**src/rtl/crs_pkg.sv**
```systemverilog
package crs_pkg;

    typedef enum logic [1:0] {
        ST_OPEN      = 2'd0,
        ST_ENERGIZED = 2'd1,
        ST_DRAINING  = 2'd2
    } seq_state_e;

    // Percentage of the rated limit below which the contacts may open.
    localparam int unsigned DRAIN_PCT = 2;

    function automatic logic shutdown_needed(
        input logic perm_ok,
        input logic fault,
        input logic run_en
    );
        return (!perm_ok) || fault || (!run_en);
    endfunction

    function automatic int unsigned ctr_width(input int unsigned limit,
                                              input int unsigned floor_w);
        int unsigned w;
        w = $clog2(limit + 1);
        return (w < floor_w) ? floor_w : w;
    endfunction

endpackage

```
**src/rtl/crs_threshold.sv**
```systemverilog
module crs_threshold #(
    parameter int unsigned CUR_W = 16,
    parameter int unsigned OVL_W = 4,
    parameter int unsigned PCT   = 2
) (
    input  logic             clk,
    input  logic             rst,
    input  logic             load,
    input  logic [CUR_W-1:0] rated,
    input  logic [OVL_W-1:0] ovl,
    output logic [CUR_W-1:0] limit
);
    localparam int unsigned PROD_W = CUR_W + OVL_W + 8;
    localparam logic [PROD_W-1:0] SAT = PROD_W'({CUR_W{1'b1}});

    logic [PROD_W-1:0] prod;
    logic [PROD_W-1:0] quot;

    always_comb begin
        prod = PROD_W'(rated) * PROD_W'(ovl) * PROD_W'(PCT);
        quot = prod / PROD_W'(100);
    end

    always_ff @(posedge clk) begin
        if (rst) begin
            limit <= '0;
        end else if (load) begin
            limit <= (quot > SAT) ? {CUR_W{1'b1}} : quot[CUR_W-1:0];
        end
    end
endmodule

```
**src/rtl/crs_perm_interlock.sv**
```systemverilog
module crs_perm_interlock #(
    parameter int unsigned PERM_LOSS_MS = 500
) (
    input  logic clk,
    input  logic rst,
    input  logic tick,
    input  logic perm_ok,
    output logic trip
);
    localparam int unsigned PW = crs_pkg::ctr_width(PERM_LOSS_MS, 10);
    localparam logic [PW-1:0] LAST = PW'(PERM_LOSS_MS - 1);

    logic [PW-1:0] lost_cnt;

    always_ff @(posedge clk) begin
        if (rst || perm_ok) begin
            lost_cnt <= '0;
            trip     <= 1'b0;
        end else if (tick && !trip) begin
            if (lost_cnt == LAST) begin
                trip <= 1'b1;
            end else begin
                lost_cnt <= lost_cnt + 1'b1;
            end
        end
    end
endmodule

```
**src/rtl/crs_release_fsm.sv**
```systemverilog
module crs_release_fsm #(
    parameter int unsigned CUR_W      = 16,
    parameter int unsigned TIMEOUT_MS = 300
) (
    input  logic                  clk,
    input  logic                  rst,
    input  logic                  tick,
    input  logic                  shutdown,
    input  logic                  force_open,
    input  logic                  close_req,
    input  logic [CUR_W-1:0]      cur_fb,
    input  logic [CUR_W-1:0]      limit,
    output crs_pkg::seq_state_e   state
);
    import crs_pkg::*;

    localparam int unsigned TW = ctr_width(TIMEOUT_MS, 9);
    localparam logic [TW-1:0] LAST = TW'(TIMEOUT_MS - 1);

    seq_state_e    nxt;
    logic [TW-1:0] wait_cnt;
    logic          decayed;
    logic          expired;

    always_comb begin
        decayed = cur_fb < limit;
        expired = tick && (wait_cnt == LAST);
        nxt     = state;
        unique case (state)
            ST_OPEN:      if (close_req && !shutdown) nxt = ST_ENERGIZED;
            ST_ENERGIZED: if (shutdown)               nxt = ST_DRAINING;
            ST_DRAINING:  if (decayed || expired)     nxt = ST_OPEN;
            default:                                  nxt = ST_OPEN;
        endcase
        if (force_open) nxt = ST_OPEN;
    end

    always_ff @(posedge clk) begin
        if (rst) begin
            state    <= ST_OPEN;
            wait_cnt <= '0;
        end else begin
            state <= nxt;
            if (state != ST_DRAINING) begin
                wait_cnt <= '0;
            end else if (tick && !expired) begin
                wait_cnt <= wait_cnt + 1'b1;
            end
        end
    end
endmodule

```
**src/rtl/contactor_release_seq.sv**
```systemverilog
module contactor_release_seq #(
    parameter int unsigned CUR_W        = 16,
    parameter int unsigned OVL_W        = 4,
    parameter int unsigned TIMEOUT_MS   = 300,
    parameter int unsigned PERM_LOSS_MS = 500
) (
    input  logic             clk,
    input  logic             rst,
    input  logic             ms_tick,
    input  logic             run_perm,
    input  logic             drive_fault,
    input  logic             reg_run,
    input  logic             close_req,
    input  logic             param_load,
    input  logic [CUR_W-1:0] rated_cur,
    input  logic [OVL_W-1:0] ovl_ratio,
    input  logic [CUR_W-1:0] cur_fb,
    output logic             contactor_on,
    output logic             gate_pwr_on,
    output logic [1:0]       seq_state
);
    import crs_pkg::*;

    logic             rel_cond;
    logic             il_trip;
    logic [CUR_W-1:0] thr_q;
    seq_state_e       state;

    assign rel_cond = shutdown_needed(run_perm, drive_fault, reg_run);

    crs_threshold #(
        .CUR_W (CUR_W),
        .OVL_W (OVL_W),
        .PCT   (DRAIN_PCT)
    ) u_thr (
        .clk   (clk),
        .rst   (rst),
        .load  (param_load),
        .rated (rated_cur),
        .ovl   (ovl_ratio),
        .limit (thr_q)
    );

    crs_perm_interlock #(
        .PERM_LOSS_MS (PERM_LOSS_MS)
    ) u_ilk (
        .clk     (clk),
        .rst     (rst),
        .tick    (ms_tick),
        .perm_ok (run_perm),
        .trip    (il_trip)
    );

    crs_release_fsm #(
        .CUR_W      (CUR_W),
        .TIMEOUT_MS (TIMEOUT_MS)
    ) u_fsm (
        .clk        (clk),
        .rst        (rst),
        .tick       (ms_tick),
        .shutdown   (rel_cond),
        .force_open (il_trip),
        .close_req  (close_req),
        .cur_fb     (cur_fb),
        .limit      (thr_q),
        .state      (state)
    );

    // The interlock gates both outputs directly, bypassing the sequencer.
    assign contactor_on = (state != ST_OPEN) && !il_trip;
    assign gate_pwr_on  = !il_trip;
    assign seq_state    = state;
endmodule

```
**config.mk**
```make
export PLATFORM = sky130hd
export DESIGN_NAME = contactor_release_seq
export DESIGN_NICKNAME = d
export VERILOG_FILES = /design/src/rtl/crs_pkg.sv /design/src/rtl/crs_threshold.sv /design/src/rtl/crs_perm_interlock.sv /design/src/rtl/crs_release_fsm.sv /design/src/rtl/contactor_release_seq.sv
export SDC_FILE = /design/constraint.sdc
export NUM_CORES = 1
export LEC_CHECK = 0
export ABC_CLOCK_PERIOD_IN_PS = 15900
export CAP_MARGIN = 20
export CORE_AREA = 2 2 128 179
export CTS_CLUSTER_SIZE = 28
export DETAILED_ROUTE_END_ITERATION = 8
export DIE_AREA = 0 0 130 181
export DONT_BUFFER_PORTS = 1
export GPL_TIMING_DRIVEN = 1
export MAX_ROUTING_LAYER = met4
export PLACE_DENSITY = 0.47
export SLEW_MARGIN = 20
export SYNTH_ARGS = -nofsm -noshare
export SYNTH_HDL_FRONTEND = slang
export SYNTH_SLANG_ARGS = --single-unit
export TNS_END_PERCENT = 20
```
**constraint.sdc**
```tcl
create_clock -name clk -period 15.9 [get_ports clk]
set_clock_uncertainty 0.2 [all_clocks]
set_input_delay 3.18 -clock clk [delete_from_list [all_inputs] [get_ports clk]]
set_output_delay 3.18 -clock clk [all_outputs]
set_load 0.05 [all_outputs]
```
[Word level (Yosys, flattened, before mapping)]
Index checks and enable logic that the tools add are counted.
Word-level totals
  flip-flop bits (word level): 38
  bits in latches: 0
  memory bits (writable): 0
  memory bits (read-only): 0
  bits of input ports: 44
  output and inout port bits: 4
  logic and storage cells: 46
  memories: 0
Operators by class
  $add $sub $neg: 2
  multiply operators: 1
  div/mod/pow operators: 1
  $lt $le $gt $ge: 2
  eq/ne operators: 8
  shifts and indexed selects: 0
  muxes and demuxes: 5
  bitwise operators: 1
  reductions and logical operators: 21
Operators with widths (count)
  21-bit by 7-bit divider with 28-bit output (second input constant): 1
  28-bit by 16-bit > comparator with 1-bit output (second input constant): 1
  16-bit by 4-bit multiplier with 20-bit output: 1
  16-bit less-than comparator: 1
  16-bit 2-to-1 mux: 1
  10-bit by 1-bit adder with 10-bit output (second input constant): 1
  10-bit by 9-bit == test with 1-bit output (second input constant): 1
  9-bit by 1-bit adder with 9-bit output (second input constant): 1
  9-bit == test (second input constant): 1
  2-bit 2-to-1 mux: 3
  2-bit by 1-bit inequality test with 1-bit output (second input constant): 3
  2-bit case mux with 3 select lines: 1
  1-bit logical AND: 5
  1-bit logical NOT: 5
  1-bit logical OR: 4
  2-bit AND reduction: 2
  2-bit OR reduction: 2
  3-bit AND reduction: 1
  2-bit by 1-bit == test with 1-bit output (second input constant): 1
  2-bit == test (second input constant): 1
  2-bit logical NOT: 1
  2-bit inequality test (second input constant): 1
  2-bit nonzero test: 1
  1-bit inverter: 1

[Logic depth before layout (Yosys ltp)]
Gate-level depths: netlist of the first run.
  depth in word-level cells: 7
  gate-level depth with buffers: 51
  mapped depth without buffers: 43

[Hierarchy]
A second synthesis of the first run with hierarchy kept.
Second synthesis, totals
  cells, all modules: 979
  area, all modules: 7574.8 sq um
By module, submodules not included
  crs_threshold: instances 1, cells an instance 808, area an instance 6094.6 sq um
  crs_release_fsm: instances 1, cells an instance 105, area an instance 868.3 sq um
  crs_perm_interlock: instances 1, cells an instance 63, area an instance 590.6 sq um
  contactor_release_seq: instances 1, cells an instance 3, area an instance 21.3 sq um

[Least setup slack after synthesis of the first run]
OpenSTA, ideal clock, no wires.
  path kind: in2reg
  start point: input ovl_ratio[3]
  end point: register u_thr.limit[0]
  library setup time: 0.118 ns
  arrival time: 13.297 ns
  data required time: 15.582 ns
  setup slack: 2.284 ns
  cell stages on the path: 47
  path buffers: 4
  cells stage by stage: clkbuf_1 -> and2_1 -> fa_1 -> inv_1 -> fa_1 -> inv_1 -> ha_1 -> a21o_1 -> nand2b_1 -> o211a_4 -> o311a_1 -> o31ai_2 -> o211ai_1 -> a21boi_2 -> and2_1 -> buf_6 -> o31ai_4 -> a211oi_1 -> [... 11 more ...] -> buf_4 -> o21ai_1 -> o2bb2ai_1 -> or3_1 -> a21oi_4 -> nor2b_2 -> o31a_2 -> a31oi_4 -> a21oi_4 -> mux2i_4 -> o22a_1 -> or4_4 -> nand3b_2 -> o311a_1 -> o221ai_2 -> nand2b_1 -> xnor2_1 -> o21ai_1
On the way
  word-level cells in the longest chain between the ends: 4
Ends and longest elaborated chain
  from (decl): RTL line contactor_release_seq.sv:16  | input logic [OVL_W-1:0] ovl_ratio,
  16-bit by 4-bit multiplier with 20-bit output *: RTL line crs_threshold.sv:20  | prod = PROD_W'(rated) * PROD_W'(ovl) * PROD_W'(PCT);
  21-bit by 7-bit divider with 28-bit output *: RTL line crs_threshold.sv:21  | quot = prod / PROD_W'(100);
  28-bit by 16-bit > comparator with 1-bit output: RTL line crs_threshold.sv:28  | limit <= (quot > SAT) ? {CUR_W{1'b1}} : quot[CUR_W-1:0];
  16-bit 2-to-1 mux *: RTL line crs_threshold.sv:28
  to (signal assigned): RTL line crs_threshold.sv:28
  to (decl): RTL line crs_threshold.sv:11  | output logic [CUR_W-1:0] limit
Every way passes the cells marked *; elsewhere a longest branch is shown, timed or not.
A chain may end at the register's enable or synchronous reset.

[Worst setup path in the final report of the first run]
  start point: input rated_cur[9]
  end point: register u_thr.limit[0]
On the way
  word-level cells in the longest chain between the ends: 4
Ends and longest elaborated chain
  from (decl): RTL line contactor_release_seq.sv:15  | input logic [CUR_W-1:0] rated_cur,
  16-bit by 4-bit multiplier with 20-bit output *: RTL line crs_threshold.sv:20
  21-bit by 7-bit divider with 28-bit output *: RTL line crs_threshold.sv:21
  28-bit by 16-bit > comparator with 1-bit output: RTL line crs_threshold.sv:28
  16-bit 2-to-1 mux *: RTL line crs_threshold.sv:28
Marks and branches as above.

==> flow_metrics.py, run 1 <==
metrics = {
    "clock_network": {
        "clock_latency_ps": 290,
        "path_clk_slew_ps": 60,
        "cts_made_buffers": 5,
        "h-tree-depth": 2,
        "clockBufferDepth": 2,
        "cts.sinks": 37,
        "cts-root-buf": "clkbuf_16",
        "cts_tree": "yes",
    },
    "global_route": {
        "grt_pass1_wl_mm": 36.2,
        "gr-total-overflow": 0,
        "grt_max_degree": 26,
        "antenna_found_initial": 0,
        "grt_util_all_layers_pct": 18.9,
        "grt_pass1_vias": 7488,
    },
    "setup_path": {
        "cp_data_arrival_time_ps": 15110,
        "critical_path.startpoint": "rated_cur[9]",
        "r2r_cells": 22,
        "start_kind": "input pin",
        "crit_fanout": 16,
        "regToRegSetupSlack_ps": 12540,
        "crit_slowest_cell": "a221oi_1",
        "r2r_end": "u_fsm.state[1]$_SDFFE_PP0P_",
        "critPathKind": "input pin to flop",
        "max_stage_delay_ps": 540,
        "cp-endpoint": "u_thr.limit[0]$_SDFFE_PP0P_",
        "end_kind": "flop",
        "critPathRequiredTime_ps": 15920,
        "r2r_start": "u_thr.limit[1]$_SDFFE_PP0P_",
        "cpMostUsedCell": "o21ai_1",
    },
    "yosys": {
        "yosysTopAreaCell": "dfxtp_1",
        "syn_area_mm2": 0.00756,
        "synth_cells": 1006,
        "yosysSeqAreaShare_pct": 9.80,
        "yosys-top-cells-area": "dfxtp_1 9.8%, fa_1 7.4%, ha_1 6.6%",
        "synth.avg_cell_area_um2": 7.52,
        "synth-seq-cells": 37,
        "yosysUniqueCellTypes": 120,
        "synth_edf_count": 0,
        "async_reset_ff_share_pct": 0,
        "yosysTopAreaCellShare_pct": 9.80,
        "yosysWarnings": 0,
        "yosys_most_used_dff": "dfxtp_1",
        "synth_nets": 1118,
    },
    "finish": {
        "final_nets": 1095,
        "fillers": 2391,
        "fin_area_mm2": 0.00802,
        "diodes": 0,
        "drive_gt1_share_pct": 10.6,
        "area_growth_pct": 6.02,
        "layout_common_cells": "107 x nor2_1, 93 x nand2_1, 55 x a21oi_1, 54 x and2_1, 54 x inv_1",
        "stdcell_count": 1281,
        "layout_commonest_cell": "nor2_1",
    },
    "placed_design": {
        "dp_hpwl_mm": 17.6,
        "dp_cells": 1273,
        "io_buffers": 0,
        "gp_congestion": 0.879,
        "dpl-instance-area_mm2": 0.00780,
        "pre_cts_slack_ps": 479,
    },
    "timing": {
        "relSlewSlack_pct": 40.9,
        "grt_setup_unrepaired": "no",
        "setup_tns_ps": 0,
        "finalMaxSlewViolations": 0,
        "max_freq_mhz": 66.3,
        "hold_viol": 0,
        "setup_slack_ps": 809,
        "post-route-period-util_pct": 94.9,
        "tightest_slew_ps": 883,
        "post-route-min-period_ps": 15090,
        "setup_violations": 0,
    },
    "die": {
        "io_pins": 48,
        "dieArea_mm2": 0.0235,
        "die_width_um": 130,
        "core_mm2": 0.0219,
        "die_h_um": 181,
        "rows": 64,
        "start_util_pct": 34.6,
    },
    "drt": {
        "dr.pass1.iters": 4,
        "drt-initial-drc-count": 321,
        "detail-route-antenna-nets": 0,
        "drc": 0,
        "routed_wl_mm": 21.4,
        "avgRoutedWirePerCell_um": 16.7,
        "num_vias": 7321,
        "routed_via_density": 5.72,
    },
    "run_status": {
        "status": "complete, no violations",
    },
    "worst_hold_path": {
        "holdCritPathClass": "flop to flop",
    },
    "job": {
        "cap_violations": 0,
    },
}
sequential cells by signal (all words and copies together), names as in the netlist:
name and count:
u_thr.limit 15, u_ilk.lost_cnt 10, u_fsm.wait_cnt 9, u_fsm.state 2, u_ilk.trip 1
cell families (layout without fill, tap and decap cells):
| logic type | count (synthesis) | in the layout | share of synthesized area (%) |
|---|---|---|---|
| AO/OA/AOI/OAI | 320 | 320 | 33.1 |
| AND/OR/NAND/NOR | 411 | 411 | 27.5 |
| adder cells (fa/ha/maj) | 69 | 69 | 14.2 |
| multiplexers | 22 | 22 | 3.29 |
| flip-flops | 37 | 37 | 9.80 |
| buffers and inverters | 95 | 73 | 5.51 |
| XOR/XNOR | 52 | 52 | 6.65 |
metal layers:
metal  part of all wire (%)  vias to the layer above  GRT usage (%)  wire length, um
li1                       -                     3664              -                -
met1                     41                     3475           20.7             8760
met2                     54                      130           35.1            11500
met3                    2.2                       52           1.33              481
met4                    3.3                        0           7.10              705
met5                      0                        -              -                0
repair_timing:
item,4_1_cts,5_1_grt
endpoints found under the setup margin,0,1
gates resized for setup,0,6
hold endpoints to repair,0,0
hold buffers,0,0
setup buffers,0,0
cell type report:
class / instances / area [um2] / share of cell area [%]
multi-input cells: 874 / 6450 / 80.4
flip-flops and latches: 37 / 741 / 9.24
well taps: 297 / 372 / 4.64
inverters: 54 / 203 / 2.53
clock buffers: 5 / 125 / 1.56
repair buffers: 11 / 82.6 / 1.03
clock inverters: 3 / 46.3 / 0.577
stage by stage:
| stage | utilization [%] | hold slack, ps |
|---|---|---|
| 2_1_floorplan | - | 254 |
| 3_3_place_gp | 35.7 | 271 |
| 3_5_place_dp | 35.7 | 274 |
| 4_1_cts | 36.5 | 284 |
| 5_1_grt | 36.7 | 313 |
| 6_report | 36.7 | 281 |
synth_stat cells (all sizes together) (7+ instances only):
library cell,instances
a21o,13
and3,8
o21ai,71
ha,40
inv,54
nand4,16
a211oi,23
o21a,7
a21oi,64
nor3,23
nor2,113
or2,11
fa,28
nor4,8
nor2b,11
nand2b,12
o211ai,20
nand3,35
or3,8
o31ai,7
a31oi,13
xnor2,25
mux2i,18
and2,55
dfxtp,37
xor2,26
buf,23
nand2,93
clkbuf,18
worst max-delay path: cells and delay by family:
family | cells | cell delay [ps]
AOI/OAI and AO/OA | 26 | 6870
and+or+nand+nor | 10 | 2780
muxes | 2 | 480
adders and majority gates | 3 | 1470
buffers and inverters | 3 | 270
worst min path at each step:
| stage | start | endpoint | depth (start not counted) |
|---|---|---|---|
| after global placement | u_ilk.lost_cnt[9]$_SDFFE_PP0P_ | u_ilk.lost_cnt[9]$_SDFFE_PP0P_ | 2 |
| final | u_thr.limit[10]$_SDFFE_PP0P_ | u_thr.limit[10]$_SDFFE_PP0P_ | 2 |
| after global routing | u_thr.limit[10]$_SDFFE_PP0P_ | u_thr.limit[10]$_SDFFE_PP0P_ | 2 |
| after floorplan | u_ilk.lost_cnt[9]$_SDFFE_PP0P_ | u_ilk.lost_cnt[9]$_SDFFE_PP0P_ | 2 |
| after detailed placement | u_fsm.wait_cnt[1]$_SDFFE_PP0P_ | u_fsm.wait_cnt[1]$_SDFFE_PP0P_ | 2 |
| after CTS | u_fsm.wait_cnt[1]$_SDFFE_PP0P_ | u_fsm.wait_cnt[1]$_SDFFE_PP0P_ | 2 |
Power of run 1 is left out: the tool's default activity adds up to more than one toggle a clock period on the data nets, which glitch-free logic cannot reach.
==> inputs of run 2 (changes only) <==
--- a/config.mk
+++ b/config.mk
@@ -6,15 +6,15 @@
 export NUM_CORES = 1
 export LEC_CHECK = 0
 export ABC_CLOCK_PERIOD_IN_PS = 15900
+export BUFFER_PORTS_ARGS = -buffer_cell sky130_fd_sc_hd__clkbuf_2
 export CAP_MARGIN = 20
 export CORE_AREA = 2 2 128 179
 export CTS_CLUSTER_SIZE = 28
 export DETAILED_ROUTE_END_ITERATION = 8
 export DIE_AREA = 0 0 130 181
-export DONT_BUFFER_PORTS = 1
 export GPL_TIMING_DRIVEN = 1
 export MAX_ROUTING_LAYER = met4
-export PLACE_DENSITY = 0.47
+export PLACE_DENSITY = 0.49
 export SLEW_MARGIN = 20
 export SYNTH_ARGS = -nofsm -noshare
 export SYNTH_HDL_FRONTEND = slang
==> flow_metrics.py, run 2 (synthesized netlist as in run 1, its figures left out) <==
metrics = {
    "clock_network": {
        "clock_latency_ps": 280,
        "cts_tree": "yes",
        "cts.sinks": 37,
        "cts-root-buf": "clkbuf_16",
        "cts_made_buffers": 5,
        "h-tree-depth": 2,
        "cts_hold_buffers": 0,
        "path_clk_slew_ps": 60,
        "clockBufferDepth": 2,
    },
    "die": {
        "rows": 64,
        "die_h_um": 181,
        "io_pins": 48,
        "start_util_pct": 34.6,
        "core_mm2": 0.0219,
        "dieArea_mm2": 0.0235,
        "die_width_um": 130,
    },
    "drt": {
        "dr.pass1.iters": 5,
        "drt-initial-drc-count": 360,
        "routed_wl_mm": 21.7,
        "detail-route-antenna-nets": 0,
        "avgRoutedWirePerCell_um": 16.3,
        "num_vias": 7566,
        "drc": 0,
        "routed_via_density": 5.68,
    },
    "setup_path": {
        "start_kind": "input pin",
        "end_kind": "flop",
        "critPathRequiredTime_ps": 15910,
        "crit_slowest_cell": "and3_1",
        "critPathKind": "input pin to flop",
        "cpMostUsedCell": "o21ai_1",
        "cp_data_arrival_time_ps": 15020,
        "max_stage_delay_ps": 560,
        "crit_fanout": 16,
        "regToRegSetupSlack_ps": 12710,
    },
    "timing": {
        "post-route-period-util_pct": 94.4,
        "tightest_slew_ps": 916,
        "finalMaxSlewViolations": 0,
        "setup_violations": 0,
        "setup_tns_ps": 0,
        "post-route-min-period_ps": 15010,
        "relSlewSlack_pct": 38.7,
        "grt_setup_unrepaired": "no",
        "max_freq_mhz": 66.6,
        "hold_viol": 0,
    },
    "global_route": {
        "grt_pass1_wl_mm": 36.8,
        "gr-total-overflow": 0,
        "grt_pass1_vias": 7620,
        "grt_util_all_layers_pct": 19.2,
        "grt_max_degree": 26,
        "antenna_found_initial": 0,
    },
    "placed_design": {
        "dp_hpwl_mm": 17.7,
        "io_buffers": 47,
        "dp_cells": 1325,
        "dpl-instance-area_mm2": 0.00807,
        "gp_congestion": 0.909,
    },
    "finish": {
        "layout_common_cells": "106 x nor2_1, 93 x nand2_1, 55 x a21oi_1, 54 x inv_1, 53 x and2_1",
        "area_growth_pct": 9.65,
        "diodes": 0,
        "final_nets": 1147,
        "reg_top3": "u_thr.limit: 15 flops, u_ilk.lost_cnt: 10 flops, u_fsm.wait_cnt: 9 flops",
        "largest_register_ffs": 15,
        "fin_area_mm2": 0.00829,
        "regMostFlops": "u_thr.limit",
        "fillers": 2345,
        "drive_gt1_share_pct": 15.0,
        "stdcell_count": 1332,
        "layout_commonest_cell": "nor2_1",
    },
    "job": {
        "cap_violations": 0,
    },
    "worst_hold_path": {
        "holdCritPathClass": "flop to flop",
    },
    "run_status": {
        "status": "complete, no violations",
    },
}
## run 2: cell count changes in the layout (fill, tap and decap cells not counted), sizes merged
cell      change
clkinvlp      -1
buf           +5
clkbuf       +47
## run 2: repair_timing
action / CTS / global route
resized for setup: 0 / 8
buffers inserted: 0 / 0
endpoints found under the setup margin: 0 / 2
## run 2: cell type report
type	count	area, um2	area share (%)
multi-input cells	874	6460	77.9
flip-flops and latches	37	741	8.93
well taps	297	372	4.48
repair buffers	63	355	4.29
inverters	54	203	2.44
clock buffers	5	125	1.51
clock inverters	2	35.0	0.423
## run 2: final timing paths
path / start / to / cells past startpoint
setup / recovery: ovl_ratio[3] / u_thr.limit[0]$_SDFFE_PP0P_ / 45
setup reg to reg: u_thr.limit[1]$_SDFFE_PP0P_ / u_fsm.state[1]$_SDFFE_PP0P_ / 22
hold / removal: u_ilk.lost_cnt[9]$_SDFFE_PP0P_ / u_ilk.lost_cnt[9]$_SDFFE_PP0P_ / 2
hold reg to reg: u_ilk.lost_cnt[9]$_SDFFE_PP0P_ / u_ilk.lost_cnt[9]$_SDFFE_PP0P_ / 2
## run 2: worst max-delay path: cells and delay by family
kind	cells	cell delay, ps
AOI/OAI and AO/OA	23	5880
and+or+nand+nor	11	2920
adders and majority gates	3	1510
muxes	3	770
buffers and inverters	4	490
xor gates and xnor gates	1	230
## run 2: routing by layer
layer | wire (um) | share of wire, % | up-vias | track usage [%]
li1 | - | - | 3776 | -
met1 | 8700 | 40 | 3578 | 21.2
met2 | 11900 | 55 | 175 | 36.6
met3 | 562 | 2.6 | 37 | 0.800
met4 | 557 | 2.6 | 0 | 5.68
met5 | 0 | 0 | - | -
## run 2: stage by stage
| stage | utilization, % | hold slack, ps | setup slack [ps] |
|---|---|---|---|
| floorplan | - | 254 | 2280 |
| global placement | 36.9 | 275 | 472 |
| detailed placement | 36.9 | 274 | 406 |
| CTS | 37.7 | 284 | 681 |
| global route | 37.9 | 298 | 5.71 |
| finish | 37.9 | 280 | 893 |
Power of run 2 is left out for the same reason.
==> inputs of run 3 (changes only) <==
--- a/config.mk
+++ b/config.mk
@@ -6,15 +6,16 @@
 export NUM_CORES = 1
 export LEC_CHECK = 0
 export ABC_CLOCK_PERIOD_IN_PS = 15900
-export BUFFER_PORTS_ARGS = -buffer_cell sky130_fd_sc_hd__clkbuf_2
 export CAP_MARGIN = 20
 export CORE_AREA = 2 2 128 179
 export CTS_CLUSTER_SIZE = 28
 export DETAILED_ROUTE_END_ITERATION = 8
 export DIE_AREA = 0 0 130 181
+export DONT_BUFFER_PORTS = 1
 export GPL_TIMING_DRIVEN = 1
 export MAX_ROUTING_LAYER = met4
-export PLACE_DENSITY = 0.49
+export PLACE_DENSITY = 0.47
+export REMOVE_ABC_BUFFERS = 1
 export SLEW_MARGIN = 20
 export SYNTH_ARGS = -nofsm -noshare
 export SYNTH_HDL_FRONTEND = slang
==> flow_metrics.py, run 3 (synthesized netlist as in run 1, its figures left out) <==
metrics = {
    "global_route": {
        "grt_max_degree": 26,
        "gr-total-overflow": 0,
        "grt_util_all_layers_pct": 19.1,
        "antenna_found_initial": 0,
        "grt_pass1_wl_mm": 36.2,
        "grt_pass1_vias": 7301,
    },
    "drt": {
        "drc": 0,
        "avgRoutedWirePerCell_um": 16.8,
        "routed_wl_mm": 21.5,
        "detail-route-antenna-nets": 0,
        "routed_via_density": 5.71,
        "num_vias": 7314,
        "drt-initial-drc-count": 358,
        "dr.pass1.iters": 5,
    },
    "setup_path": {
        "max_stage_delay_ps": 530,
        "r2r_cells": 22,
        "crit_fanout": 16,
        "start_kind": "input pin",
        "end_kind": "flop",
        "cpMostUsedCell": "o21ai_1",
        "regToRegSetupSlack_ps": 12520,
        "critical_path.startpoint": "rated_cur[9]",
        "cp_data_arrival_time_ps": 15120,
        "critical_path.top_delay_family": "compound AO/OA/AOI/OAI gates",
        "critPathKind": "input pin to flop",
        "critPathRequiredTime_ps": 15920,
        "r2r_end": "u_fsm.state[1]$_SDFFE_PP0P_",
        "r2r_start": "u_thr.limit[1]$_SDFFE_PP0P_",
        "cp.buffers_inverters": 2,
        "crit_slowest_cell": "fa_1",
    },
    "timing": {
        "post-route-period-util_pct": 94.9,
        "relSlewSlack_pct": 41.1,
        "grt_setup_unrepaired": "no",
        "hold_viol": 0,
        "setup_tns_ps": 0,
        "tightest_slew_ps": 880,
        "finalMaxSlewViolations": 0,
        "max_freq_mhz": 66.3,
        "setup_violations": 0,
        "post-route-min-period_ps": 15090,
    },
    "clock_network": {
        "cts_resized": 0,
        "path_clk_slew_ps": 60,
        "cts_tree": "yes",
        "clock_latency_ps": 280,
        "clockBufferDepth": 2,
        "cts_made_buffers": 5,
        "cts-root-buf": "clkbuf_16",
        "cts_hold_buffers": 0,
        "cts.sinks": 37,
        "h-tree-depth": 2,
        "post_cts_buffers": 0,
    },
    "die": {
        "die_width_um": 130,
        "start_util_pct": 34.6,
        "rows": 64,
        "io_pins": 48,
        "die_h_um": 181,
        "dieArea_mm2": 0.0235,
        "core_mm2": 0.0219,
    },
    "finish": {
        "drive_gt1_share_pct": 10.1,
        "layout_commonest_cell": "nor2_1",
        "layout_common_cells": "107 x nor2_1, 93 x nand2_1, 55 x a21oi_1, 54 x and2_1, 54 x inv_1",
        "reg_top3": "u_thr.limit: 15 flops, u_ilk.lost_cnt: 10 flops, u_fsm.wait_cnt: 9 flops",
        "area_growth_pct": 5.10,
        "final_nets": 1094,
        "diodes": 0,
        "largest_register_ffs": 15,
        "regMostFlops": "u_thr.limit",
    },
    "worst_hold_path": {
        "holdCritPathClass": "flop to flop",
        "whs_path_depth": 2,
        "hold_end": "u_thr.limit[4]$_SDFFE_PP0P_",
        "hp-start": "u_thr.limit[4]$_SDFFE_PP0P_",
    },
    "placed_design": {
        "dp_hpwl_mm": 17.6,
        "gp_congestion": 0.875,
        "io_buffers": 0,
    },
    "run_status": {
        "status": "complete, no violations",
    },
    "job": {
        "cap_violations": 0,
    },
}
## run 3: cell types whose count changed in the layout (fill, tap and decap cells not counted), sizes merged
cell    change
bufinv      -1
clkinv      +1
clkbuf     -46
buf         -6
## run 3: per-stage QoR
step                      setup WS, ps  utilization [%]  hold WS, ps  instance area, um2  cells
after detailed placement           585             35.7          273                7790   1272
after floorplan                   1770                -          254                7350    965
after CTS                          834             36.3          282                7950   1280
after global placement             639             35.7          269                7790   1272
final                              807             36.3          278                7950   1280
after global routing              8.67             36.3          301                7950   1280
## run 3: layout make-up
cell class	instances	area [um2]
well taps	297	372
multi-input cells	874	6400
clock inverters	2	13.8
fillers	2347	13900
repair buffers	10	75.1
flip-flops and latches	37	741
inverters	54	203
clock buffers	6	139
## run 3: worst reg2reg max path: cells and delay by family, from the launching register on
kind / cells / cell delay [ps]
flops: 1 / 320
buf+inv: 1 / 40
compound gates: 12 / 1880
fa+ha+maj: 1 / 260
simple gates: 8 / 560
## run 3: how the worst max path moves through the flow
stage | endpoint | slack (ps) | cells after the start
final | u_thr.limit[0]$_SDFFE_PP0P_ | 810 | 43
after global routing | u_thr.limit[0]$_SDFFE_PP0P_ | 9 | 43
after CTS | u_thr.limit[0]$_SDFFE_PP0P_ | 830 | 43
after detailed placement | u_thr.limit[0]$_SDFFE_PP0P_ | 590 | 43
after global placement | u_thr.limit[0]$_SDFFE_PP0P_ | 640 | 43
after floorplan | u_thr.limit[0]$_SDFFE_PP0P_ | 1770 | 43
## run 3: per-layer routing
metal  share of wire, %  up-vias  GRT usage [%]
li1                   -     3658              -
met1                 42     3466           21.6
met2                 53      147           34.8
met3                2.3       43          0.977
met4                3.1        0           7.05
met5                  0        -              -
Power of run 3 is left out for the same reason.
